**src/rtl/ghash_pkg.sv**
```systemverilog
package ghash_pkg;

    typedef enum logic [1:0] {
        ST_IDLE = 2'd0,
        ST_RUN  = 2'd1,
        ST_TAG  = 2'd2
    } ghash_state_e;

    // Index of the highest set coefficient; sizes the sparse row count.
    function automatic int poly_degree(input logic [63:0] p);
        int d;
        d = 0;
        for (int i = 0; i < 64; i++) begin
            if (p[i]) d = i;
        end
        return d;
    endfunction

endpackage

```
**src/rtl/ghash_key_prep.sv**
```systemverilog
module ghash_key_prep #(
    parameter int          M      = 16,
    parameter logic [M-1:0] E_POLY = 16'h002D,
    parameter int          SROWS  = 6
) (
    input  logic [M-1:0]             key,
    output logic [2*M-2:0]           diag,
    output logic [SROWS-1:0][M-1:0]  srow
);
    localparam int DW = 2*M - 1;

    // Column j of the reduced multiply-by-H matrix is H*x^j mod f.
    logic [M-1:0] col [M];

    always_comb begin
        col[0] = key;
        for (int j = 1; j < M; j++) begin
            col[j] = {col[j-1][M-2:0], 1'b0} ^ (col[j-1][M-1] ? E_POLY : '0);
        end
    end

    // Rows SROWS..M-1 share diagonals; row SROWS covers the upper
    // diagonals and row M-1 the lower ones.
    always_comb begin
        for (int k = 0; k < DW; k++) begin
            if (k < SROWS) begin
                diag[k] = 1'b0;
            end else if (k <= SROWS + M - 1) begin
                diag[k] = col[SROWS + M - 1 - k][SROWS];
            end else begin
                diag[k] = col[2*M - 2 - k][M-1];
            end
        end
    end

    // Sparse remainder: what the Toeplitz part misses in the low rows.
    always_comb begin
        for (int i = 0; i < SROWS; i++) begin
            for (int j = 0; j < M; j++) begin
                srow[i][j] = col[j][i] ^ diag[i - j + M - 1];
            end
        end
    end

endmodule

```
**src/rtl/ghash_toeplitz_mul.sv**
```systemverilog
module ghash_toeplitz_mul #(
    parameter int M = 16
) (
    input  logic [2*M-2:0] diag,
    input  logic [M-1:0]   vec,
    output logic [M-1:0]   prod
);
    always_comb begin
        for (int i = 0; i < M; i++) begin
            prod[i] = 1'b0;
            for (int j = 0; j < M; j++) begin
                prod[i] = prod[i] ^ (diag[i - j + M - 1] & vec[j]);
            end
        end
    end
endmodule

```
**src/rtl/ghash_sparse_rows.sv**
```systemverilog
module ghash_sparse_rows #(
    parameter int M     = 16,
    parameter int SROWS = 6
) (
    input  logic [SROWS-1:0][M-1:0] srow,
    input  logic [M-1:0]            vec,
    output logic [M-1:0]            prod
);
    logic [SROWS-1:0] dot;

    // One AND plane plus XOR tree per non-Toeplitz row.
    for (genvar r = 0; r < SROWS; r++) begin : g_row
        assign dot[r] = ^(srow[r] & vec);
    end

    if (SROWS < M) begin : g_pad
        assign prod = {{(M-SROWS){1'b0}}, dot};
    end else begin : g_full
        assign prod = dot;
    end
endmodule

```
**src/rtl/ghash_engine.sv**
```systemverilog
module ghash_engine
    import ghash_pkg::*;
#(
    parameter int           M      = 16,
    parameter logic [M-1:0] E_POLY = 16'h002D
) (
    input  logic          clk,
    input  logic          rst,
    input  logic          key_load,
    input  logic [M-1:0]  key_in,
    input  logic          blk_valid,
    input  logic          blk_last,
    input  logic [M-1:0]  blk_data,
    output logic          tag_valid,
    output logic [M-1:0]  tag_out
);
    localparam int SROWS = poly_degree(64'(E_POLY)) + 1;
    localparam int DW    = 2*M - 1;

    logic [DW-1:0]             diag_d, diag_q;
    logic [SROWS-1:0][M-1:0]   srow_d, srow_q;
    logic [M-1:0]              acc_q, tpl_p, spr_p, mh_v, tag_q;
    logic                      tag_v_q;
    ghash_state_e              state_q;

    ghash_key_prep #(.M(M), .E_POLY(E_POLY), .SROWS(SROWS)) u_prep (
        .key  (key_in),
        .diag (diag_d),
        .srow (srow_d)
    );

    ghash_toeplitz_mul #(.M(M)) u_tpl (
        .diag (diag_q),
        .vec  (acc_q),
        .prod (tpl_p)
    );

    ghash_sparse_rows #(.M(M), .SROWS(SROWS)) u_spr (
        .srow (srow_q),
        .vec  (acc_q),
        .prod (spr_p)
    );

    assign mh_v = tpl_p ^ spr_p;

    always_ff @(posedge clk) begin
        if (rst) begin
            diag_q  <= '0;
            srow_q  <= '0;
            acc_q   <= '0;
            tag_q   <= '0;
            tag_v_q <= 1'b0;
            state_q <= ST_IDLE;
        end else begin
            tag_v_q <= 1'b0;
            if (key_load) begin
                diag_q  <= diag_d;
                srow_q  <= srow_d;
                state_q <= ST_IDLE;
            end else begin
                if (state_q == ST_TAG) begin
                    tag_q   <= mh_v;
                    tag_v_q <= 1'b1;
                end
                if (blk_valid) begin
                    acc_q   <= (state_q == ST_RUN) ? (mh_v ^ blk_data) : blk_data;
                    state_q <= blk_last ? ST_TAG : ST_RUN;
                end else if (state_q == ST_TAG) begin
                    state_q <= ST_IDLE;
                end
            end
        end
    end

    assign tag_valid = tag_v_q;
    assign tag_out   = tag_q;

    AST_TAG_HOLD:  assert property (@(posedge clk) disable iff (rst)
        !tag_valid |-> $stable(tag_out));
    AST_TAG_AFTER_LAST: assert property (@(posedge clk) disable iff (rst)
        (state_q == ST_TAG && !key_load) |=> tag_valid);
    AST_KEY_CANCEL: assert property (@(posedge clk) disable iff (rst)
        key_load |=> !tag_valid);
    AST_ACC_IDLE:  assert property (@(posedge clk) disable iff (rst)
        (!blk_valid || key_load) |=> $stable(acc_q));
    AST_SEED_LOAD: assert property (@(posedge clk) disable iff (rst)
        (state_q != ST_RUN && blk_valid && !key_load) |=> acc_q == $past(blk_data));
    AST_STATE_OK:  assert property (@(posedge clk) disable iff (rst)
        state_q != 2'd3);

endmodule

```
**config.mk**
```make
export PLATFORM = sky130hd
export DESIGN_NAME = ghash_engine
export DESIGN_NICKNAME = d
export VERILOG_FILES = /design/src/rtl/ghash_pkg.sv /design/src/rtl/ghash_key_prep.sv /design/src/rtl/ghash_toeplitz_mul.sv /design/src/rtl/ghash_sparse_rows.sv /design/src/rtl/ghash_engine.sv
export SDC_FILE = /design/constraint.sdc
export NUM_CORES = 1
export LEC_CHECK = 0
export ABC_AREA = 1
export BUFFER_PORTS_ARGS = -buffer_cell sky130_fd_sc_hd__buf_2
export CAP_MARGIN = 10
export CORE_MARGIN = 2
export CORE_UTILIZATION = 40
export DETAILED_ROUTE_END_ITERATION = 10
export GPL_TIMING_DRIVEN = 0
export HOLD_SLACK_MARGIN = 0.15
export PLACE_DENSITY = 0.59
export SLEW_MARGIN = 0
export SYNTH_ARGS = -nofsm -noshare
export SYNTH_HDL_FRONTEND = slang
export SYNTH_SLANG_ARGS = --single-unit
```
**constraint.sdc**
```tcl
create_clock -name clk -period 5 [get_ports clk]
set_clock_uncertainty 0.2 [all_clocks]
set_input_delay 1 -clock clk [delete_from_list [all_inputs] [get_ports clk]]
set_output_delay 1 -clock clk [all_outputs]
set_load 0.1 [all_outputs]
```
; Word level (Yosys, flattened, before mapping)
; Index checks and enable logic that the tools add are counted.
[op_classes]
n_eq_ne = 2
reduce_logical = 10
muxes = 20
order_cmp = 0
div = 0
multipliers = 0
shifts = 0
n_bitwise = 553
add_sub_neg = 0
[ops]
columns = op, count
row1 = bitwise XOR 1 bit, 294
row2 = bitwise AND 1 bit, 235
row3 = bitwise XOR 16 bit, 14
row4 = bitwise AND 16 bit, 6
row5 = parity 16 bit, 6
row6 = 2-to-1 mux 6 bit, 15
row7 = bitwise XOR 16 x 6 -> 16 bit, 2
row8 = 2-to-1 mux 16 bit, 1
row9 = bitwise XOR 7 bit, 1
row10 = 2-to-1 mux 2 bit, 3
row11 = AND reduction 2 bit, 2
row12 = "== test 2 x 1 -> 1 bit, second input constant", 1
row13 = "== test 2 bit, second input constant", 1
row14 = nonzero test 2 bit, 1
row15 = OR reduction 2 bit, 1
row16 = 2-to-1 mux 1 bit, 1
row17 = inverter 1 bit, 1
[totals]
reg_bits = 156
romBits = 0
n_memories = 0
ram_bits = 0
inputBits = 37
latch_bits = 0

; Longest topological paths before layout
; Gate-level depths: netlist (run 1).
[depth]
ltp_word = 31
ltp_mapped = 20
mapped_depth_nobuf = 19

; Cells and area by module
; From an unflattened synthesis (run 1), not the netlist that was laid out.
[hier_totals]
hier_cells = 2672
area_unflattened_um2 = 15073.2
[by_module_without_submodules]
columns = mod, n_inst, area_each_um2, cells_each
row1 = ghash_engine, 1, 6468.7, 917
row2 = ghash_toeplitz_mul, 1, 4659.5, 930
row3 = ghash_sparse_rows, 1, 2576.2, 597
row4 = ghash_key_prep, 1, 1368.8, 228

; Least setup slack after synthesis (run 1)
; OpenSTA, ideal clock, no wires.
[synth_timing]
kind = input to register
start = in key_in[15]
end = reg srow_q[9] in the netlist's numbering
slack_ns = 2.396
arrival_ns = 2.288
path_buffers = 1
t_required_ns = 4.684
setup_ns = 0.116
cell_stages = 8
cell_sequence = buf_2 xnor2_2 xor2_1 xnor2_1 xor2_1 o21ai_1 o21ai_1 nand2_1
[synth_via]
elab_chain_cells = 18
[synth_lines]
columns = element, line_no
row1 = "start, declared", ghash_engine.sv:10  ; input logic [M-1:0] key_in,
row2 = 2-to-1 mux 6 bit (*), ghash_key_prep.sv:18  ; col[j] = {col[j-1][M-2:0], 1'b0} ^ (col[j-1][M-1] ? E_POLY : '0);
row3 = bitwise XOR 16 bit (*) (11 in a row), ghash_key_prep.sv:18
row4 = 2-to-1 mux 6 bit / bitwise XOR 16 bit (equally long branches), ghash_key_prep.sv:18
row5 = bitwise XOR 16 bit (*) (2 in a row), ghash_key_prep.sv:18
row6 = bitwise XOR 16 x 6 -> 16 bit (*), ghash_key_prep.sv:18
row7 = bitwise XOR 7 bit (*), ghash_key_prep.sv:18
row8 = bitwise XOR 1 bit (*), ghash_key_prep.sv:40  ; srow[i][j] = col[j][i] ^ diag[i - j + M - 1];
row9 = "end signal, assigned", ghash_engine.sv:58  ; srow_q <= srow_d;
row10 = "end, declared", ghash_engine.sv:21  ; logic [SROWS-1:0][M-1:0] srow_d, srow_q;
; Every way passes the cells marked *; elsewhere a longest branch is shown, timed or not.
; A chain may end at the register's enable or synchronous reset.

==> flow_summary_export.csv, run 1 <==
group,metric,value,unit
global_routing,grtUsageMet2,42.7,%
power_and_ir_drop,p_comb_share,33.8,%
clocking,root_buffer,"clkbuf_16",
floorplanning,die_area,25500,sq um
global_routing,grt_max_degree,20,
critical_path,worst-path-max-fanout,10,
power_and_ir_drop,p_total,2.63,mW
critical_path,end_kind,"register",
global_routing,grt_pass1_vias,9014,
critical_path,crit_buf_inv,5,
global_routing,grt_util_met1,36.4,%
status,outcome,"complete, no violations",
floorplanning,dieHeight,160,um
synth,yosysTopAreaCellShare,28.7,%
final_layout,fin_nets,1696,
floorplanning,start_util,41.0,%
detailed_routing,wl_per_cell,17.3,um
global_routing,grt_use_met3,3.36,%
timing,finalSetupTns,0,ns
global_routing,grt.busiest_layer,"met2",
place,hpwl,25.7,mm
synth,synth_top_area_cell,"nand2_1",
timing,rsz0062_at_grt,"no",
power_and_ir_drop,max-vdd-ir-drop,161,uV
final_layout,seqCellArea,2100,sq um
detailed_routing,first_pass_iters,5,
floorplanning,fp-row-count,56,
detailed_routing,drt_first_iter_violations,894,
clocking,cts_setup_buffers,0,
floorplanning,num_io_pins,54,
timing,period_share,58.6,%
timing,period_needed,2.93,ns
synth,synth_area,9680,sq um
detailed_routing,ant_nets,0,
clocking,h-tree-depth,3,
critical_path,crit_chain,"clkbuf_1 -> inv_1 -> nor2_1 -> inv_1 -> clkbuf_1 -> clkbuf_1 -> o21ai_0",
final_layout,drive_gt1_share,10.2,%
power_and_ir_drop,power_frac_clock,29.8,%
clocking,cts.reportedPaths.clkPinSlew,0.09,ns
place,globalplace.congestion,0.918,
critical_path,startpoint_type,"primary input",
detailed_routing,drc,0,
global_routing,grt_usage,26.7,%
detailed_routing,avgViaCountPerCell,5.00,
flow_run,cap_violations,0,
synth,yosysUniqueCellTypes,38,
global_routing,antenna_found_initial,0,
critical_path,critPathRequiredTime,5.01,ns
critical_path,path_class,"primary input to register",
power_and_ir_drop,leakage,5.05,nW
detailed_routing,num_vias,9907,
power_and_ir_drop,p_int,1.58,mW
synth,yosys_register_bits,105,
synth,ys_seq_area_share,21.7,%
critical_path,path_common_cell,"clkbuf_1",
timing,worst_pin_slew,0.830,ns
synth,syn_inst,1598,
synth,ys.warnings.count,0,
clocking,clock-sinks,105,
clocking,cts_inserted_buffers,9,
timing,max_freq,341,MHz
timing,slew_headroom,44.7,%
final_layout,syn2layout_area_growth,9.93,%
timing,whs,0.258,ns
power_and_ir_drop,power_switching_share,40.0,%
synth,syn_avg_cell_area,6.06,sq um
global_routing,grt_pass1_wl,52.0,mm
critical_path,crit_arrival,2.94,ns
power_and_ir_drop,seqPwrFrac,36.3,%
critical_path,critical-path-top-delay-family,"buffers and inverters",
timing,final_hold_viol_count,0,
power_and_ir_drop,p_switching,1.05,mW
clocking,clock_latency,0.37,ns
synth,synth_area_leaders,"nand2_1, dfxtp_1, xnor2_1",
critical_path,cpPeakStageDelay,0.48,ns
synth,muxShareOfSynthArea,0,%
synth,synth_compound_area_share,5.86,%
timing,maxSlewViolCount,0,
floorplanning,core,23600,sq um
clocking,cts_max_path_buffers,2,
detailed_routing,drt-total-wl,34.2,mm
synth,synthAdderAreaFrac,0,%
final_layout,diodes,0,
final_layout,multi_input_area,6570,sq um
timing,setup_viol,0,
synth,synth_xor_area_share,24.6,%
hold_path,hold_path_class,"register to register",
clocking,cts-resized-gates,0,
clocking,hold_buffers,0,
floorplanning,die_w,160,um
final_layout,fillers,2545,
critical_path,crit_slowest_cell,"clkbuf_1",
global_routing,overflow,0,
clocking,cts_tree,"done",
place,port_buffers,50,
synth,synth_top_family_by_area,"simple AND/OR/NAND/NOR gates",
synth,yosys.area_share.simple,37.4,%
synth,syn_nets,1635,
power_and_ir_drop,power.density,248,nW/um^2
## layout by cell type, fill, tap and decap left out, types with 2 or more instances in the layout
cell type,count
clkinv_1,4
xor2_1,93
nand2_1,740
clkbuf_1,21
xnor2_1,142
inv_8,2
buf_6,3
a21oi_1,16
nand4_1,15
dfxtp_1,105
or2_1,3
clkbuf_16,9
o21ai_1,2
buf_4,21
o21ai_0,68
inv_2,3
nand3_2,2
a311oi_1,2
o21bai_1,4
buf_2,88
a22oi_1,3
nor2_1,57
or2_2,7
nand2b_1,2
nand3b_1,6
xnor2_2,20
nand2_2,9
nand3_1,65
inv_1,136
## power groups by stage
stage / registers, mW / logic [mW] / clock network (mW)
4_1_cts: 0.954 / 0.884 / 0.792
2_1_floorplan: 0.968 / 0.603 / 0
6_report: 0.957 / 0.892 / 0.786
5_1_grt: 0.962 / 0.979 / 0.824
3_3_place_gp: 0.973 / 0.867 / 0
3_5_place_dp: 0.974 / 0.880 / 0
## path summary, 6_finish.rpt
check                   from          to  slack [ns]  cells after the start
setup / recovery    key_load  srow_q[11]        2.07                      7
hold / removal    srow_q[43]  srow_q[43]        0.26                      2
setup reg to reg    acc_q[9]    acc_q[1]        2.13                     16
hold reg to reg   srow_q[43]  srow_q[43]        0.26                      2
## sequential cells by signal, summed over array words and instances, names as in the netlist
| register | count |
|---|---|
| acc_q | 16 |
| diag_q | 20 |
| srow_q | 50 |
| state_q | 2 |
| tag_out | 16 |
| tag_valid | 1 |
## kinds of logic (layout without fill, tap and decap cells)
logic type / count (synthesis) / in the layout
XOR/XNOR: 255 / 255
flip-flops: 105 / 105
AO/OA/AOI/OAI: 103 / 103
AND/OR/NAND/NOR: 908 / 908
buffers and inverters: 227 / 292
## layout make-up
class,instances,share of cell area (%)
Clock buffer,9,2.12
Multi-Input combinational cell,1266,61.8
Sequential cell,105,19.8
Buffer,84,4.36
Clock inverter,6,0.812
Inverter,143,5.05
Timing Repair Buffer,50,2.35
Tap cell,319,3.75
## cells in the mapped netlist, drive strengths merged
cell,n
nand3,67
o211ai,1
xnor2,162
nand2,750
or2,10
clkbuf,21
inv,139
a311oi,2
dfxtp,105
a22o,1
a221oi,1
xor2,93
nand3b,6
o21bai,4
a21oi,17
a22oi,3
buf,63
nand2b,2
clkinv,4
a221o,1
a21o,1
a31oi,1
o221ai,1
nor2,57
nor3,1
nand4,15
o21ai,70
## per-layer routing
metal  up-vias  part of all wire [%]  routed length, um
li1       4938                     -                  -
met1      4524                    44              15200
met2       377                    44              14900
met3        68                   7.7               2630
met4         0                   4.3               1480
met5         -                     0                  0
## tightest hold or removal path: stages (launching register included)
cell and delay, ns:
dfxtp_1 0.32, nand2_1 0.06, nand2_1 0.04
## per-stage QoR
step                setup WS, ns  util [%]  std cells  cell area [sq um]
floorplan                   2.40         -       1598               9680
global placement            1.71      43.7       1967              10300
detailed placement          1.73      43.7       1967              10300
CTS                         2.11      45.1       1982              10600
global route                1.92      45.1       1982              10600
finish                      2.07      45.1       1982              10600
(Power assumes the default switching activity.)
==> run 2, diff against run 1 <==
ABC_AREA = 0   (was 1)
PLACE_DENSITY = 0.62   (was 0.59)
clock period = 2.6 ns   (was 5 ns; I/O delays follow)
==> run 2 against run 1 <==
Against the previous run: the flow now finishes with violations (setup timing); sequential share of layout area rose by 2.2 points; flip-flop and latch count did not move; combinational power rose by 110%; area after synthesis fell by 15%; die area fell by 15%; first-iteration DRC count fell by 10%; core utilization rose by 3.0 points; final cell count fell by 28%; sequential power rose by 94%; wire length fell by 13%; critical path depth rose by 1; synthesized cell count fell by 32%; critical endpoint is now acc_q[4].
==> flow_summary_export.csv, run 2 <==
group,metric,value,unit
critical_path,cpPeakStageDelay,0.41,ns
place,postPlaceCellArea,8780,sq um
clocking,cts_tree,"done",
power_and_ir_drop,power.density,535,nW/um^2
clocking,cts.reportedPaths.clkPinSlew,0.08,ns
final_layout,syn2layout_area_growth,18.2,%
flow_run,cap_violations,0,
detailed_routing,wl_per_cell,20.7,um
clocking,clock-sinks,105,
synth,synth_area,8200,sq um
critical_path,crit_chain,"buf_8 -> nand2_1 -> xnor2_2 -> xnor2_2 -> xnor3_1 -> xnor3_1 -> or3_1 -> a311oi_1",
timing,max_freq,382,MHz
floorplanning,die_w,147,um
clocking,hold_buffers,0,
detailed_routing,first_pass_iters,5,
floorplanning,dieHeight,147,um
floorplanning,die_area,21600,sq um
global_routing,grt_pass1_wl,44.4,mm
power_and_ir_drop,p_total,5.18,mW
floorplanning,core,20200,sq um
timing,slew_headroom,42.4,%
detailed_routing,route.met3.wl,2.59,mm
final_layout,fillers,2039,
timing,whs,0.165,ns
synth,synth.top_cells.by_count,"nand2_1, xnor2_1, dfxtp_1",
synth,yosysUniqueCellTypes,32,
status,outcome,"complete, but fails checks",
final_layout,largest_register_ffs,50,
place,globalplace.congestion,0.941,
timing,setup_viol,1,
synth,async_flop_share,0,%
status,violations,"setup timing",
global_routing,grt_pass1_vias,7306,
synth,dominantRegCellSynth,"dfxtp_1",
detailed_routing,wl_met1,12.6,mm
detailed_routing,drt-total-wl,29.8,mm
critical_path,path_class,"register to register",
synth,synth_top_area_cell,"dfxtp_1",
timing,worst_pin_slew,0.864,ns
timing,maxSlewViolCount,0,
detailed_routing,top_layer_used,"met4",
synth,yosys_register_bits,105,
final_layout,top_regs,"srow_q: 50 flops, diag_q: 20 flops",
clocking,clock_latency,0.37,ns
global_routing,antenna_found_initial,0,
final_layout,largest_register,"srow_q",
global_routing,grt_usage,27.2,%
detailed_routing,avgViaCountPerCell,5.44,
place,hpwl,21.6,mm
detailed_routing,drc,0,
final_layout,layout_common_cells,"nand2_1, xnor2_1, xor2_1",
critical_path,end_kind,"register",
critical_path,worst-path-max-fanout,10,
power_and_ir_drop,max-vdd-ir-drop,391,uV
critical_path,critPathRequiredTime,2.67,ns
hold_path,hold_path_class,"primary input to register",
detailed_routing,ant_nets,0,
clocking,cts_inserted_buffers,9,
synth,syn_inst,1090,
detailed_routing,met2_length,13.6,mm
final_layout,drive_gt1_share,15.5,%
synth,syn_avg_cell_area,7.52,sq um
synth,synth_area_leaders,"dfxtp_1, xnor2_1, nand2_1",
place,port_buffers,50,
floorplanning,num_io_pins,54,
synth,ys_seq_area_share,25.6,%
synth,syn_nets,1127,
synth,synth_edf_count,0,
power_and_ir_drop,leakage,3.37,nW
timing,rsz0062_at_grt,"yes",
synth,ys.warnings.count,0,
timing,final_hold_viol_count,0,
final_layout,fin_nets,1198,
synth,yosysTopAreaCellShare,25.6,%
floorplanning,fp-row-count,52,
timing,finalWorstSetupSlack,-0.0162,ns
clocking,h-tree-depth,3,
critical_path,crit_slowest_cell,"xnor3_1",
final_layout,final_cell_area,9690,sq um
critical_path,crit_arrival,2.69,ns
place,pre_cts_ws,-0.507,ns
place,placedCellCount,1410,
final_layout,final_common_cell,"nand2_1",
critical_path,startpoint_type,"register",
detailed_routing,num_vias,7808,
global_routing,overflow,0,
final_layout,instances_no_fill,1435,
timing,period_needed,2.62,ns
clocking,root_buffer,"clkbuf_16",
floorplanning,start_util,40.6,%
timing,period_share,101,%
clocking,cts_max_path_buffers,2,
global_routing,grt_max_degree,19,
synth,synth.most_common_cell,"nand2_1",
detailed_routing,drt_first_iter_violations,802,
final_layout,diodes,0,
## run 2: cell types whose count changed in the layout (fill, tap and decap cells not counted), moves of 34 or more
cell      previous run  this run
a211oi_1             0        34
buf_2               88        54
nand2_1            740       342
inv_1              136         1
nand3_1             65         0
o21ai_0             68        13
xnor2_1            142       199
## run 2: power by group
group / internal, mW / total [mW] / switching, mW
logic: 0.802 / 1.87 / 1.07
registers: 1.73 / 1.86 / 0.131
clock network: 0.757 / 1.45 / 0.689
## run 2: worst paths after layout
check                  start          to  slack [ns]  cells after the start
hold / removal      blk_last  state_q[0]        0.17                      2
hold reg to reg   srow_q[64]  srow_q[64]        0.27                      2
setup reg to reg   acc_q[10]    acc_q[4]       -0.02                      8
setup / recovery   acc_q[10]    acc_q[4]       -0.02                      8
## run 2: kinds of logic after synthesis
| group | Yosys count | share of synthesized area (%) |
|---|---|---|
| muxes | 17 | 2.08 |
| buffers and inverters | 90 | 5.11 |
| DFF | 105 | 25.6 |
| AOI/OAI and AO/OA | 104 | 8.47 |
| xor gates and xnor gates | 330 | 37.4 |
| and+or+nand+nor | 444 | 21.3 |
## run 2: stage by stage
step,utilization (%),setup TNS [ns]
2_1_floorplan,-,0
3_3_place_gp,43.5,-4.73
3_5_place_dp,43.5,-5.15
4_1_cts,46.3,0
5_1_grt,48.0,-0.107
6_report,48.0,-0.0162
## run 2: layout make-up
| cell class | count | area (sq um) | share of cell area (%) |
|---|---|---|---|
| clock inverter | 6 | 76.3 | 0.788 |
| multi-input combinational | 895 | 5850 | 60.4 |
| tap | 270 | 338 | 3.49 |
| inverter | 2 | 7.51 | 0.0775 |
| timing repair buffer | 63 | 377 | 3.89 |
| clock buffer | 9 | 225 | 2.32 |
| buffer | 85 | 684 | 7.07 |
| sequential | 105 | 2130 | 22.0 |
## run 2: timing repair
action,CTS,global route
cloned,0,0
setup buffers,2,11
gates resized for setup,77,69
setup endpoints to repair,23,14
pin swaps,8,25
## run 2: metal layers
| metal | vias up | GRT usage, % |
|---|---|---|
| li1 | 3571 | - |
| met1 | 3774 | 38.0 |
| met2 | 391 | 42.9 |
| met3 | 72 | 3.88 |
| met4 | 0 | 9.81 |
| met5 | - | 0 |
## run 2: worst max-delay path, delay by kind of cell, from the launching register on
| family | cells | cell delay [ns] |
|---|---|---|
| and+or+nand+nor | 2 | 0.44 |
| AOI/OAI and AO/OA | 1 | 0.25 |
| xor gates and xnor gates | 4 | 1.10 |
| buffers and inverters | 1 | 0.16 |
| DFF | 1 | 0.38 |
==> run 3, diff against run 2 <==
CAP_MARGIN = default   (was 10)
CTS_CLUSTER_SIZE = 20   (was default)
clock period = 2.3 ns   (was 2.6 ns; I/O delays follow)
==> run 3 against run 2 <==
Against the previous run: the run still ends with setup timing left; combinational power up 32%; hold slack better by 0.020 ns; non-clock buffer count increased by 49; setup slack lost 0.23 ns; critical path type unchanged; highest routed layer unchanged.
==> flow_summary_export.csv, run 3 (synthesized netlist as in run 2, its figures left out) <==
group,metric,value,unit
clocking,root_buffer,"clkbuf_16",
critical_path,critPathRequiredTime,2.38,ns
timing,final_hold_viol_count,0,
detailed_routing,ant_nets,0,
status,outcome,"complete, but fails checks",
power_and_ir_drop,seqPwrFrac,33.6,%
power_and_ir_drop,p_comb_share,39.2,%
power_and_ir_drop,p_switching,2.31,mW
final_layout,fin_nets,1247,
power_and_ir_drop,power_frac_clock,27.2,%
power_and_ir_drop,power.density,585,nW/um^2
global_routing,grt_pass1_wl,45.7,mm
floorplanning,num_io_pins,54,
critical_path,crit_chain,"buf_8 -> nand2_1 -> xnor2_1 -> xnor2_1 -> xnor3_1 -> xnor3_1 -> or3_1 -> a311oi_2",
global_routing,overflow,0,
final_layout,instances_no_fill,1485,
floorplanning,dieHeight,147,um
critical_path,cpPeakStageDelay,0.40,ns
final_layout,largest_register,"srow_q",
clocking,clock_latency,0.37,ns
place,placedCellCount,1410,
detailed_routing,wl_per_cell,21.1,um
final_layout,final_core_util,53.3,%
critical_path,startpoint_type,"register",
final_layout,diodes,0,
place,pre_cts_ws,-0.697,ns
power_and_ir_drop,leakage,3.91,nW
timing,maxSlewViolCount,0,
timing,max_freq,392,MHz
timing,period_needed,2.55,ns
critical_path,crit_slowest_cell,"xnor3_1",
final_layout,drive_gt1_share,24.7,%
detailed_routing,avgViaCountPerCell,5.50,
final_layout,layout_common_cells,"nand2_1, xnor2_1, xor2_1",
clocking,h-tree-depth,3,
power_and_ir_drop,p_int,3.98,mW
global_routing,antenna_found_initial,0,
global_routing,grt_max_degree,21,
flow_run,cap_violations,0,
floorplanning,die_area,21600,sq um
floorplanning,die_w,147,um
status,violations,"setup timing",
timing,slew_headroom,42.7,%
timing,period_share,111,%
final_layout,largest_register_ffs,50,
clocking,clock-sinks,105,
final_layout,top_regs,"srow_q: 50 flops, diag_q: 20 flops",
place,port_buffers,50,
power_and_ir_drop,power_switching_share,36.7,%
detailed_routing,drt_first_iter_violations,826,
clocking,cts_max_path_buffers,2,
critical_path,path_class,"register to register",
timing,finalSetupTns,-2.56,ns
place,hpwl,21.6,mm
critical_path,critical-path-top-delay-family,"XOR/XNOR gates",
clocking,cts_tree,"done",
timing,worst_pin_slew,0.859,ns
clocking,cts_inserted_buffers,9,
final_layout,syn2layout_area_growth,31.1,%
timing,setup_viol,20,
detailed_routing,drc,0,
hold_path,hold_path_class,"primary input to register",
clocking,cts.reportedPaths.clkPinSlew,0.08,ns
critical_path,end_kind,"register",
detailed_routing,first_pass_iters,5,
critical_path,crit_buf_inv,1,
critical_path,worst-path-max-fanout,4,
global_routing,grt_pass1_vias,7557,
timing,finalWorstSetupSlack,-0.249,ns
detailed_routing,num_vias,8163,
global_routing,grt_usage,28.0,%
power_and_ir_drop,max-vdd-ir-drop,485,uV
place,globalplace.congestion,0.944,
floorplanning,start_util,40.6,%
final_layout,final_common_cell,"nand2_1",
critical_path,crit_arrival,2.63,ns
timing,rsz0062_at_grt,"yes",
floorplanning,core,20200,sq um
detailed_routing,drt-total-wl,31.4,mm
floorplanning,fp-row-count,52,
==> run 3: changes by cell type in the layout (fill, tap and decap cells not counted), sizes merged <==
cell         change
buf             +45
clkbuf           +2
clkinv           +2
clkinvlp         -1
dlygate4sd3      +2
==> run 3: routing by layer <==
metal	global-route usage (%)	wire, um	vias up
li1	-	-	3656
met1	37.8	13100	3934
met2	44.2	14200	464
met3	4.97	2760	109
met4	11.3	1340	0
met5	0	0	-
==> run 3: final cells by class <==
type / instances / area, sq um
Sequential cell: 105 / 2170
Timing Repair Buffer: 113 / 833
Inverter: 2 / 7.51
Tap cell: 270 / 338
Multi-Input combinational cell: 895 / 6200
Clock inverter: 7 / 100
Fill cell: 1920 / 9420
Buffer: 84 / 873
Clock buffer: 9 / 225
==> run 3: final timing paths <==
| check | startpoint | endpoint | slack [ns] | cells past startpoint |
|---|---|---|---|---|
| hold / removal | blk_data[14] | acc_q[14] | 0.19 | 3 |
| hold reg to reg | srow_q[43] | srow_q[43] | 0.27 | 2 |
| setup reg to reg | acc_q[10] | acc_q[4] | -0.25 | 8 |
| setup / recovery | acc_q[10] | acc_q[4] | -0.25 | 8 |
==> run 3: timing repair <==
item,CTS,global route
gates resized for setup,178,104
hold endpoints to repair,1,0
hold buffers,2,0
cloned,1,2
endpoints found under the setup margin,33,25
buffers inserted,39,19
pin swaps,43,62
==> run 3: per-stage QoR <==
step / area (sq um) / total power [mW] / hold slack, ns
floorplan: 8200 / 3.40 / 0.237
finish: 10700 / 6.29 / 0.186
detailed placement: 8790 / 3.97 / 0.260
global route: 10700 / 6.46 / 0.210
CTS: 10000 / 6.03 / 0.183
global placement: 8790 / 3.96 / 0.255
==> run 3: power groups by stage <==
stage,logic [mW],registers (mW),clock network (mW)
final,2.46,2.11,1.71
after global routing,2.57,2.12,1.77
after CTS,2.21,2.09,1.73
after detailed placement,1.86,2.11,0
after global placement,1.85,2.11,0
after floorplan,1.29,2.10,0
==> run 3: tightest hold or removal path, stage by stage <==
cell      delay [ns]
buf_2           0.10
o21ai_0         0.06
a311oi_1        0.08
